<file path="src/rtl/lutcell_pkg.sv">
package lutcell_pkg;
  localparam int unsigned LUT_K    = 4;
  localparam int unsigned H_K      = 3;
  localparam int unsigned LUT_BITS = 1 << LUT_K;
  localparam int unsigned H_BITS   = 1 << H_K;
  localparam int unsigned SEL_BITS = 4;
  localparam int unsigned CFG_W    = 2 * LUT_BITS + H_BITS + SEL_BITS;

  typedef struct packed {
    logic [LUT_BITS-1:0] f_tbl;
    logic [LUT_BITS-1:0] g_tbl;
    logic [H_BITS-1:0]   h_tbl;
    logic                ha_from_f;
    logic                hb_from_g;
    logic                x_from_h;
    logic                y_from_h;
  } cell_cfg_t;
endpackage

</file>
<file path="src/rtl/lutcell_cfg_chain.sv">
module lutcell_cfg_chain #(
  parameter int unsigned W = 44
) (
  input  logic         clk,
  input  logic         rst_n,
  input  logic         en,
  input  logic         sdi,
  output logic [W-1:0] word,
  output logic         done
);
  localparam int unsigned CNT_W = $clog2(W + 1);

  logic [CNT_W-1:0] cnt;

  // Shift register doubles as the live configuration store.
  always_ff @(posedge clk or negedge rst_n) begin
    if (!rst_n) begin
      word <= '0;
      cnt  <= '0;
      done <= 1'b0;
    end else if (en) begin
      word <= {word[W-2:0], sdi};
      if (done) begin
        cnt  <= CNT_W'(1);
        done <= 1'b0;
      end else begin
        cnt  <= cnt + CNT_W'(1);
        done <= (cnt == CNT_W'(W - 1));
      end
    end
  end
endmodule

</file>
<file path="src/rtl/lutcell_table.sv">
module lutcell_table #(
  parameter int unsigned K = 4
) (
  input  logic [(1<<K)-1:0] tbl,
  input  logic [K-1:0]      idx,
  output logic              o
);
  assign o = tbl[idx];
endmodule

</file>
<file path="src/rtl/lutcell_h_steer.sv">
module lutcell_h_steer (
  input  logic       f_o,
  input  logic       g_o,
  input  logic       ha_in,
  input  logic       hb_in,
  input  logic       h1_in,
  input  logic       ha_from_f,
  input  logic       hb_from_g,
  output logic [2:0] h_idx
);
  logic a_v, b_v;

  always_comb begin
    a_v   = ha_from_f ? f_o : ha_in;
    b_v   = hb_from_g ? g_o : hb_in;
    h_idx = {h1_in, b_v, a_v};
  end
endmodule

</file>
<file path="src/rtl/lutcell_out_sel.sv">
module lutcell_out_sel (
  input  logic live,
  input  logic f_o,
  input  logic g_o,
  input  logic h_o,
  input  logic x_from_h,
  input  logic y_from_h,
  output logic x_out,
  output logic y_out
);
  always_comb begin
    x_out = live & (x_from_h ? h_o : f_o);
    y_out = live & (y_from_h ? h_o : g_o);
  end
endmodule

</file>
<file path="src/rtl/lutcell_top.sv">
module lutcell_top
  import lutcell_pkg::*;
(
  input  logic             cfg_clk,
  input  logic             cfg_rst_n,
  input  logic             cfg_en,
  input  logic             cfg_sdi,
  output logic             cfg_done,
  input  logic [LUT_K-1:0] f_in,
  input  logic [LUT_K-1:0] g_in,
  input  logic             ha_in,
  input  logic             hb_in,
  input  logic             h1_in,
  output logic             x_out,
  output logic             y_out
);
  localparam int unsigned N_LUT = 2;

  logic [CFG_W-1:0] cfg_word;
  cell_cfg_t        cfg;

  logic [N_LUT-1:0][LUT_BITS-1:0] tbls;
  logic [N_LUT-1:0][LUT_K-1:0]    idxs;
  logic [N_LUT-1:0]               lut_o;
  logic [H_K-1:0]                 h_idx;
  logic                           h_o;

  lutcell_cfg_chain #(.W(CFG_W)) u_chain (
    .clk  (cfg_clk),
    .rst_n(cfg_rst_n),
    .en   (cfg_en),
    .sdi  (cfg_sdi),
    .word (cfg_word),
    .done (cfg_done)
  );

  assign cfg     = cell_cfg_t'(cfg_word);
  assign tbls[0] = cfg.f_tbl;
  assign tbls[1] = cfg.g_tbl;
  assign idxs[0] = f_in;
  assign idxs[1] = g_in;

  for (genvar gi = 0; gi < N_LUT; gi++) begin : g_lut4
    lutcell_table #(.K(LUT_K)) u_tbl (
      .tbl(tbls[gi]),
      .idx(idxs[gi]),
      .o  (lut_o[gi])
    );
  end

  lutcell_h_steer u_steer (
    .f_o      (lut_o[0]),
    .g_o      (lut_o[1]),
    .ha_in    (ha_in),
    .hb_in    (hb_in),
    .h1_in    (h1_in),
    .ha_from_f(cfg.ha_from_f),
    .hb_from_g(cfg.hb_from_g),
    .h_idx    (h_idx)
  );

  lutcell_table #(.K(H_K)) u_htbl (
    .tbl(cfg.h_tbl),
    .idx(h_idx),
    .o  (h_o)
  );

  lutcell_out_sel u_out (
    .live    (cfg_done),
    .f_o     (lut_o[0]),
    .g_o     (lut_o[1]),
    .h_o     (h_o),
    .x_from_h(cfg.x_from_h),
    .y_from_h(cfg.y_from_h),
    .x_out   (x_out),
    .y_out   (y_out)
  );
endmodule

</file>
<file path="config.mk">
export PLATFORM = sky130hd
export DESIGN_NAME = lutcell_top
export DESIGN_NICKNAME = d
export VERILOG_FILES = /design/src/rtl/lutcell_pkg.sv /design/src/rtl/lutcell_cfg_chain.sv /design/src/rtl/lutcell_table.sv /design/src/rtl/lutcell_h_steer.sv /design/src/rtl/lutcell_out_sel.sv /design/src/rtl/lutcell_top.sv
export SDC_FILE = /design/constraint.sdc
export NUM_CORES = 1
export LEC_CHECK = 0
export CORE_MARGIN = 2
export CORE_UTILIZATION = 62
export DETAILED_ROUTE_END_ITERATION = 8
export DONT_BUFFER_PORTS = 1
export MAX_ROUTING_LAYER = met4
export PLACE_DENSITY = 0.78
export SLEW_MARGIN = 5
export SYNTH_ARGS = -nofsm -noshare
export SYNTH_HDL_FRONTEND = slang
export SYNTH_SLANG_ARGS = --single-unit
</file>
<file path="constraint.sdc">
create_clock -name cfg_clk -period 3.2 [get_ports cfg_clk]
set_input_delay 0.64 -clock cfg_clk [delete_from_list [all_inputs] [get_ports cfg_clk]]
set_output_delay 0.64 -clock cfg_clk [all_outputs]
set_load 0.01 [all_outputs]
</file>
==> metrics.cfg <==
[global_route]
use_met3_pct=7.26
busiest_layer=met2
grt_max_degree=57
met2_usage_pct=36.6
overflow=0
gr-usage-met1_pct=26.5
grt_util_all_layers_pct=22.3
grt_pass1_vias=1508
grt_pass1_wl_um=7020
antenna_found_initial=0

[timing]
rsz0062_at_grt=no
setup_violations=0
layout_setup_ws_ns=0.132
worstMarginPinSlew_ns=0.655
max_slew_margin_pct=56.3
min_period_over_period_pct=95.9
final_max_slew_viol_count=0
hold_viol_final=0
fin_tns_setup_ns=0
finClkSkew_ns=0.00832
fmaxAchievable_ghz=0.326
fin_crit_ns=3.07

[placement]
gp_congestion=0.782
io_buffers=0
dpl_worst_slack_ns=0.106
dpl_cell_area_um2=2470
dpl.hpwl_um=2910
dp_cells=221

[floorplanning]
core_area_um2=3720
rows=22
ios=18
die_area_um2=4440
initial_core_util_pct=65.5
dieWidth_um=66.7
die_h_um=66.7

[pwr]
peakVddDrop_v=0.000494
total_leakage_power_nw=1.19
total_power_mw=1.84
powerDensity_nw_per_um2=696

[detailed_routing]
wire_per_inst_um=18.5
vias=1441
drt-initial-drc-count=92
vias_per_cell=6.24
drc=0
wl_um=4280
firstDrtPassIters=4
drtAntennaViolNets=0

[cells_and_area]
nNetsFinal=199
drive_gt1_share_pct=38.3
diodes=0
fin_cells=231
area_delta_synth_final_pct=8.43
final_area_um2=2640

[yosys]
ys_ff_latch=51
synthArstFlopShare_pct=100
synth_nets=195
ys_seq_area_share_pct=52.4
synth_cell_types=36
synth_edf_count=0
syn_inst=179
syn_area_um2=2430
synthFlopType=dfrtp_1
yosys_warnings=0
syn_avg_cell_area_um2=13.6

[outcome]
status=finished clean

[setup_path]
critPathCaptureType=output pin
worstPathRequired_ns=2.56
cp_data_arrival_time_ns=2.43
worstSetupPathType=flip-flop to output pin
path_max_fanout=3
start_kind=flip-flop

[clock_tree]
cts_buffer_depth=2
cts_tree=yes
clk_pin_slew_worst_paths_ns=0.09
htreeDepth=2
cts_root_buf=clkbuf_8
insertion_delay_ns=0.31
clock-sinks=51
cts_buffers=5

[job]
drv_cap=0

[hold_path]
hold_class=input port to async pin

[cell usage in the layout (no fill, tap or decap), drive strengths merged, types with 2 or more instances in the layout]
master	count
dfrtp	51
mux2	47
mux2i	13
nand2	8
nor2	6
mux4	5
inv	5
clkbuf	5
a21oi	4
buf	4
o22ai	3
o21ai	3
o31ai	2
nand3b	2
dlygate4sd3	2
nor3	2
or4	2
[stage by stage]
step / util, % / hold WS (ns)
global placement: 66.6 / 0.346
global route: 71.0 / 0.00479
floorplan: - / 0.344
CTS: 69.4 / 0.00407
detailed placement: 66.6 / 0.346
finish: 71.0 / 0.0280
[timing repair]
action / 4_1_cts / 5_1_grt
hold buffers: 0 / 3
endpoints found under the hold margin: 0 / 4
gates resized for setup: 0 / 3
buffers inserted: 0 / 0
setup endpoints to repair: 0 / 2
[routing by layer]
metal	vias up	part of all wire, %
met5	-	0
met4	0	1.1
met3	6	4.9
met2	29	51
met1	737	43
li1	669	-
[critical path, stage by stage, from the launching register on]
cell and delay (ns):
dfrtp_1 0.39, mux2i_1 0.09, mux4_2 0.48, and3b_4 0.22, nor3_2 0.14, mux2_2 0.39
o311ai_2 0.26, buf_4 0.16
[Yosys cell counts, types with 2 or more instances]
| library cell | count | area, um2 |
|---|---|---|
| o21ai_0 | 3 | 15.0 |
| o31ai_1 | 2 | 15.0 |
| nor2_1 | 6 | 22.5 |
| inv_1 | 5 | 18.8 |
| a21oi_1 | 4 | 20.0 |
| mux2i_1 | 13 | 130 |
| nand3b_1 | 2 | 15.0 |
| nand2_1 | 8 | 30.0 |
| nor3_1 | 2 | 10.0 |
| o22ai_1 | 3 | 18.8 |
| dfrtp_1 | 51 | 1280 |
| mux2_2 | 47 | 529 |
| clkbuf_1 | 6 | 22.5 |
| mux4_2 | 5 | 113 |
[flip-flops by register name, summed over array words and instances (netlist names)]
name,flops
u_chain.word,44
u_chain.done,1
u_chain.cnt,6
[final timing paths]
check | end | cells past startpoint | from | slack [ns]
min reg2reg | u_chain.word[43] | 1 | u_chain.word[43] | 0.52
max | y_out | 7 | u_chain.word[32] | 0.13
min | u_chain.word[43] | 0 | cfg_rst_n | 0.03
min in group cfg_clk | u_chain.cnt[3] | 1 | cfg_en | 0.41
max reg2reg | u_chain.done | 4 | u_chain.cnt[0] | 1.80
max in group asynchronous | u_chain.word[25] | 1 | cfg_rst_n | 2.42
[power breakdown]
| group | internal, mW | leakage [nW] | switching, mW | total (mW) |
|---|---|---|---|---|
| combinational | 0.266 | 0.495 | 0.145 | 0.411 |
| clock | 0.228 | 0.0502 | 0.203 | 0.431 |
| sequential | 0.833 | 0.646 | 0.161 | 0.994 |
| total | 1.33 | 1.19 | 0.509 | 1.84 |
[cells by family after synthesis]
kind of cell | share of synthesized area [%]
mux | 31.7
flops | 52.4
simple gates | 7.04
compound gates | 5.04
buf+inv | 2.52
xor+xnor | 0.720
fa+ha+maj | 0.514
[area by class of cell]
type | instances | area [um2]
multi-input combinational | 114 | 1110
fill | 262 | 1080
clock buffer | 5 | 68.8
inverter | 5 | 18.8
timing repair buffer | 6 | 62.6
clock inverter | 2 | 37.5
sequential | 51 | 1280
tap | 48 | 60.1
Note: power is estimated with default switching activity, not from simulation.
